<file path="config.mk">
export PLATFORM = sky130hd
export DESIGN_NAME = dma_irq_ctrl
export DESIGN_NICKNAME = d
export VERILOG_FILES = /design/src/rtl/dma_irq_pkg.sv /design/src/rtl/dma_irq_strobe_gen.sv /design/src/rtl/dma_irq_regfile.sv /design/src/rtl/dma_irq_ctrl.sv
export SDC_FILE = /design/constraint.sdc
export NUM_CORES = 1
export LEC_CHECK = 0
export ABC_AREA = 1
export BUFFER_PORTS_ARGS = -buffer_cell sky130_fd_sc_hd__clkbuf_2
export CAP_MARGIN = 20
export CORE_MARGIN = 2
export CORE_UTILIZATION = 25
export DETAILED_ROUTE_END_ITERATION = 16
export GPL_ROUTABILITY_DRIVEN = 0
export GPL_TIMING_DRIVEN = 0
export PLACE_DENSITY_LB_ADDON = 0.12
export SYNTH_ARGS = -nofsm -noshare
export SYNTH_HDL_FRONTEND = slang
export SYNTH_SLANG_ARGS = --single-unit
</file>
<file path="constraint.sdc">
create_clock -name clk -period 3.25 [get_ports clk]
set_clock_uncertainty 0.05 [all_clocks]
set_input_delay 0.65 -clock clk [delete_from_list [all_inputs] [get_ports clk]]
set_output_delay 0.65 -clock clk [all_outputs]
set_load 0.02 [all_outputs]
</file>
<file path="src/rtl/dma_irq_pkg.sv">
package dma_irq_pkg;
  localparam int CH_COUNT  = 7;
  localparam int DATA_W    = 32;
  localparam int LOW_W     = 15;
  localparam int BERR_BIT  = LOW_W;
  localparam int EN_LO     = BERR_BIT + 1;
  localparam int MEN_BIT   = EN_LO + CH_COUNT;
  localparam int FLAG_LO   = MEN_BIT + 1;
  localparam int MFLAG_BIT = FLAG_LO + CH_COUNT;

  typedef struct packed {
    logic                ctrlWe;
    logic                busErrSet;
    logic [CH_COUNT-1:0] flagSet;
    logic [CH_COUNT-1:0] flagClr;
  } strobe_t;
endpackage

</file>
<file path="src/rtl/dma_irq_strobe_gen.sv">
module dma_irq_strobe_gen
  import dma_irq_pkg::*;
(
  input  logic                wrEn,
  input  logic [CH_COUNT-1:0] wrClr,
  input  logic [CH_COUNT-1:0] doneStb,
  input  logic [CH_COUNT-1:0] busErrStb,
  input  logic [CH_COUNT-1:0] chEn,
  input  logic                masterEn,
  output strobe_t             stb
);
  always_comb begin
    stb.ctrlWe    = wrEn;
    stb.busErrSet = |busErrStb;
    for (int i = 0; i < CH_COUNT; i++) begin
      stb.flagSet[i] = busErrStb[i] | (doneStb[i] & chEn[i] & masterEn);
      // a set in the same cycle outranks a one-written clear
      stb.flagClr[i] = wrEn & wrClr[i] & ~stb.flagSet[i];
    end
  end
endmodule

</file>
<file path="src/rtl/dma_irq_regfile.sv">
module dma_irq_regfile
  import dma_irq_pkg::*;
(
  input  logic              clk,
  input  logic              rstN,
  input  strobe_t           stb,
  input  logic [MEN_BIT:0]  wrCtrl,
  output logic [CH_COUNT-1:0] chEn,
  output logic              masterEn,
  output logic [DATA_W-1:0] regWord,
  output logic              irqOut
);
  logic [LOW_W-1:0]    lowBits;
  logic                busErr;
  logic [CH_COUNT-1:0] flags;
  logic                masterFlag;

  always_ff @(posedge clk or negedge rstN) begin
    if (!rstN) begin
      lowBits  <= '0;
      busErr   <= 1'b0;
      chEn     <= '0;
      masterEn <= 1'b0;
      flags    <= '0;
    end else begin
      if (stb.ctrlWe) begin
        lowBits  <= wrCtrl[LOW_W-1:0];
        busErr   <= wrCtrl[BERR_BIT];
        chEn     <= wrCtrl[MEN_BIT-1:EN_LO];
        masterEn <= wrCtrl[MEN_BIT];
      end
      if (stb.busErrSet) busErr <= 1'b1;
      flags <= (flags & ~stb.flagClr) | stb.flagSet;
    end
  end

  assign masterFlag = busErr | (masterEn & (|flags));
  assign irqOut     = masterFlag;
  assign regWord    = {masterFlag, flags, masterEn, chEn, busErr, lowBits};

  a_r6_buserr_sticks: assert property (@(posedge clk) disable iff (!rstN)
    stb.busErrSet |=> busErr);
  a_r8_set_beats_clear: assert property (@(posedge clk) disable iff (!rstN)
    (stb.flagSet != '0) |=> ((flags & $past(stb.flagSet)) == $past(stb.flagSet)));
endmodule

</file>
<file path="src/rtl/dma_irq_ctrl.sv">
module dma_irq_ctrl
  import dma_irq_pkg::*;
(
  input  logic              clk,
  input  logic              rstN,
  input  logic              wrEn,
  input  logic [DATA_W-1:0] wrData,
  input  logic [CH_COUNT-1:0] doneStb,
  input  logic [CH_COUNT-1:0] busErrStb,
  output logic [DATA_W-1:0] rdData,
  output logic              irqOut
);
  strobe_t             stb;
  logic [CH_COUNT-1:0] chEn;
  logic                masterEn;

  dma_irq_strobe_gen u_ctrl (
    .wrEn      (wrEn),
    .wrClr     (wrData[MFLAG_BIT-1:FLAG_LO]),
    .doneStb   (doneStb),
    .busErrStb (busErrStb),
    .chEn      (chEn),
    .masterEn  (masterEn),
    .stb       (stb)
  );

  dma_irq_regfile u_data (
    .clk      (clk),
    .rstN     (rstN),
    .stb      (stb),
    .wrCtrl   (wrData[MEN_BIT:0]),
    .chEn     (chEn),
    .masterEn (masterEn),
    .regWord  (rdData),
    .irqOut   (irqOut)
  );

  a_r2_write_stores: assert property (@(posedge clk) disable iff (!rstN)
    (wrEn && busErrStb == '0) |=> (rdData[MEN_BIT:0] == $past(wrData[MEN_BIT:0])));
  a_r6_buserr_irq: assert property (@(posedge clk) disable iff (!rstN)
    (|busErrStb) |=> (rdData[BERR_BIT] && irqOut));
  a_r7_clear_takes: assert property (@(posedge clk) disable iff (!rstN)
    (wrEn && doneStb == '0 && busErrStb == '0)
      |=> ((rdData[MFLAG_BIT-1:FLAG_LO] & $past(wrData[MFLAG_BIT-1:FLAG_LO])) == '0));
  a_r5_no_gated_set: assert property (@(posedge clk) disable iff (!rstN)
    (busErrStb == '0 && (!rdData[MEN_BIT] || (doneStb & rdData[MEN_BIT-1:EN_LO]) == '0))
      |=> ((rdData[MFLAG_BIT-1:FLAG_LO] & ~$past(rdData[MFLAG_BIT-1:FLAG_LO])) == '0));
  a_r10_low_holds: assert property (@(posedge clk) disable iff (!rstN)
    !wrEn |=> $stable(rdData[LOW_W-1:0]));
endmodule

</file>
==> flow_metrics.env <==
export IMPL_crit_cells=6
export IMPL_cts_sinks=31
export IMPL_ys_warn_count=0
export IMPL_syn_num_nets=156
export IMPL_outcome="finished clean"
export IMPL_ys_seq_elements=31
export IMPL_clock_fmax_mhz=478
export IMPL_route_detailed_drc=0
export IMPL_final_cell_area_um2=1960
export IMPL_required_ps=2550
export IMPL_antenna_cells=0
export IMPL_cp_slowest_cell="dfrtp_1"
export IMPL_slew_violations=0
export IMPL_clk_path_buf_depth=2
export IMPL_grt_setup_unrepaired="no"
export IMPL_min_period_ps=2090
export IMPL_fp_dieW_um=78.7
export IMPL_hold_violations=0
export IMPL_synth_edf_count=0
export IMPL_dr_pass1_iters=4
export IMPL_power_density_nw_per_um2=475
export IMPL_end_kind="primary output"
export IMPL_globalRouteTotalUtil=0.114
export IMPL_first_global_vias=1136
export IMPL_die_y_um=78.7
export IMPL_cts_tree="yes"
export IMPL_port_buffers=79
export IMPL_ys_async_sr_fraction=1.00
export IMPL_core_area_um2=5440
export IMPL_cts_resized_gates=0
export IMPL_dpl_cell_area_um2=1880
export IMPL_ff2ff_path_depth=2
export IMPL_netlist_instances=107
export IMPL_critPathMaxStageDelay_ps=390
export IMPL_post_drt_wl_per_cell_um=12.4
export IMPL_worstPathMaxFanout=3
export IMPL_ir_worst_vdd_mv=0.146
export IMPL_worst_slew_pin_slew_ps=775
export IMPL_setup_slack_ps=1160
export IMPL_synth_cell_types=14
export IMPL_drt_total_wl_um=3290
export IMPL_dp_slack_ps=1440
export IMPL_post_cts_setup_buffers=0
export IMPL_htree_levels=2
export IMPL_synth_area_top_cells="dfrtp_1, mux2_4, nand2_1"
export IMPL_start_util=0.257
export IMPL_fin_crit_sh=0.643
export IMPL_holdBufCountCts=0
export IMPL_fillerInstances=558
export IMPL_synthFlopType="dfrtp_1"
export IMPL_clkSlewWorstSetupHoldPaths_ps=60
export IMPL_cp_common_cell="nand2_1"
export IMPL_clock_latency_ps=280
export IMPL_syn_to_final_growth_pct=40.6
export IMPL_synth_top_cell_area_share=0.556
export IMPL_startpoint="u_data.flags[5]$_DFF_PN0_"
export IMPL_start_kind="flop"
export IMPL_die_area_um2=6200
export IMPL_drive_gt1_frac=0.598
export IMPL_power_mw=0.932
export IMPL_syn_avg_cell_area_um2=13.0
export IMPL_postRouteAntennaNets=0
export IMPL_post_route_util=0.361
export IMPL_grt_overflow_total=0
export IMPL_grt_max_degree=32
export IMPL_path_cells="nor2_1 -> nand2_1 -> o21ai_0 -> nand2_1 -> buf_4 -> clkbuf_2"
export IMPL_grt_pass1_wl_um=5330
export IMPL_slew_headroom=0.483
export IMPL_hp_class="input pin to asynchronous set/reset pin"
export IMPL_path_buf_inv=2
export IMPL_maxCapViolations=0
export IMPL_synth_most_common_cell="dfrtp_1"
export IMPL_synth_area_um2=1400
export IMPL_hpwl_um=2540
export IMPL_p_leak_nw=1.03
export IMPL_fin_setup_tns_ps=0
export IMPL_cp_arrival_ps=1390
export IMPL_fp_row_count=27
export IMPL_cts_root_buffer="clkbuf_8"
export IMPL_vias_per_cell=4.14
export IMPL_final_net_count=242
export IMPL_final_setup_viol_count=0
export IMPL_worst_r2r_startpoint="u_data.masterEn$_DFFE_PN0P_"
export IMPL_yosysSeqAreaShare=0.556
export IMPL_drt_iter0_drc=44
export IMPL_yosysTopAreaCell="dfrtp_1"
export IMPL_cts_buffers=5
export IMPL_path_delay_family="flip-flops"
export IMPL_antenna_found_initial=0
export IMPL_ios=82
export IMPL_worstSetupPathType="flop to primary output"
export IMPL_synthTopCellsByCount="dfrtp_1, mux2_4, nand2_1"
export IMPL_vias=1102
[power breakdown]
part,switching [mW],internal (mW)
logic,0.104,0.0994
registers,0.0231,0.421
clock network,0.135,0.150
total,0.262,0.671
[cells by family after synthesis]
group	count (synthesis)	share of synthesized area
AND/OR/NAND/NOR	34	0.102
flip-flops	31	0.556
multiplexers	23	0.242
buffers and inverters	12	0.0753
AO/OA/AOI/OAI	7	0.0251
[sequential cells by signal, summed over array words and instances, names as in the netlist]
register / count
u_data.chEn: 7
u_data.masterEn: 1
u_data.flags: 7
u_data.busErr: 1
u_data.lowBits: 15
[worst paths after layout]
check	to	slack, ps
min	u_data.lowBits[2]$_DFFE_PN0P_	390
max	rdData[31]	1160
max reg2reg	u_data.masterEn$_DFFE_PN0P_	2250
max in group asynchronous	u_data.flags[4]$_DFF_PN0_	2270
min reg2reg	u_data.lowBits[7]$_DFFE_PN0P_	460
min in group clk	u_data.lowBits[7]$_DFFE_PN0P_	460
[metal layers]
layer	GRT usage	share of wire	vias up
li1	-	-	528
met1	0.137	0.42	526
met2	0.180	0.49	42
met3	0.0386	0.075	6
met4	0.0579	0.016	0
met5	0	0	-
[cells in the final DEF (no fill, tap or decap), drive strengths merged]
cell type	Yosys	routed
clkbuf	0	86
nor2	4	4
clkinv	0	1
dfrtp	31	31
a21oi	6	6
nand2	18	18
o21ai	1	1
inv	4	4
buf	8	8
nor3	2	2
nand3	10	10
mux2	23	23
[stage by stage]
stage | instances | hold WS (ps)
floorplan | 107 | 304
global placement | 258 | 445
detailed placement | 258 | 443
CTS | 266 | 423
global route | 266 | 463
finish | 266 | 390
[worst reg2reg max path, stage by stage (launching register included)]
cell and delay [ps]:
dfrtp_1 370, buf_2 190, mux2_4 280
[area by class of cell]
class,instances,area [µm²],share of cell area
Inverter,4,15.0,0.00765
Buffer,8,90.1,0.0459
Timing Repair Buffer,79,395,0.201
Multi-Input combinational cell,64,515,0.263
Tap cell,72,90.1,0.0459
Clock buffer,7,76.3,0.0389
Clock inverter,1,5.00,0.00255
Sequential cell,31,776,0.395
No activity file was read; power rests on OpenSTA's default activity.
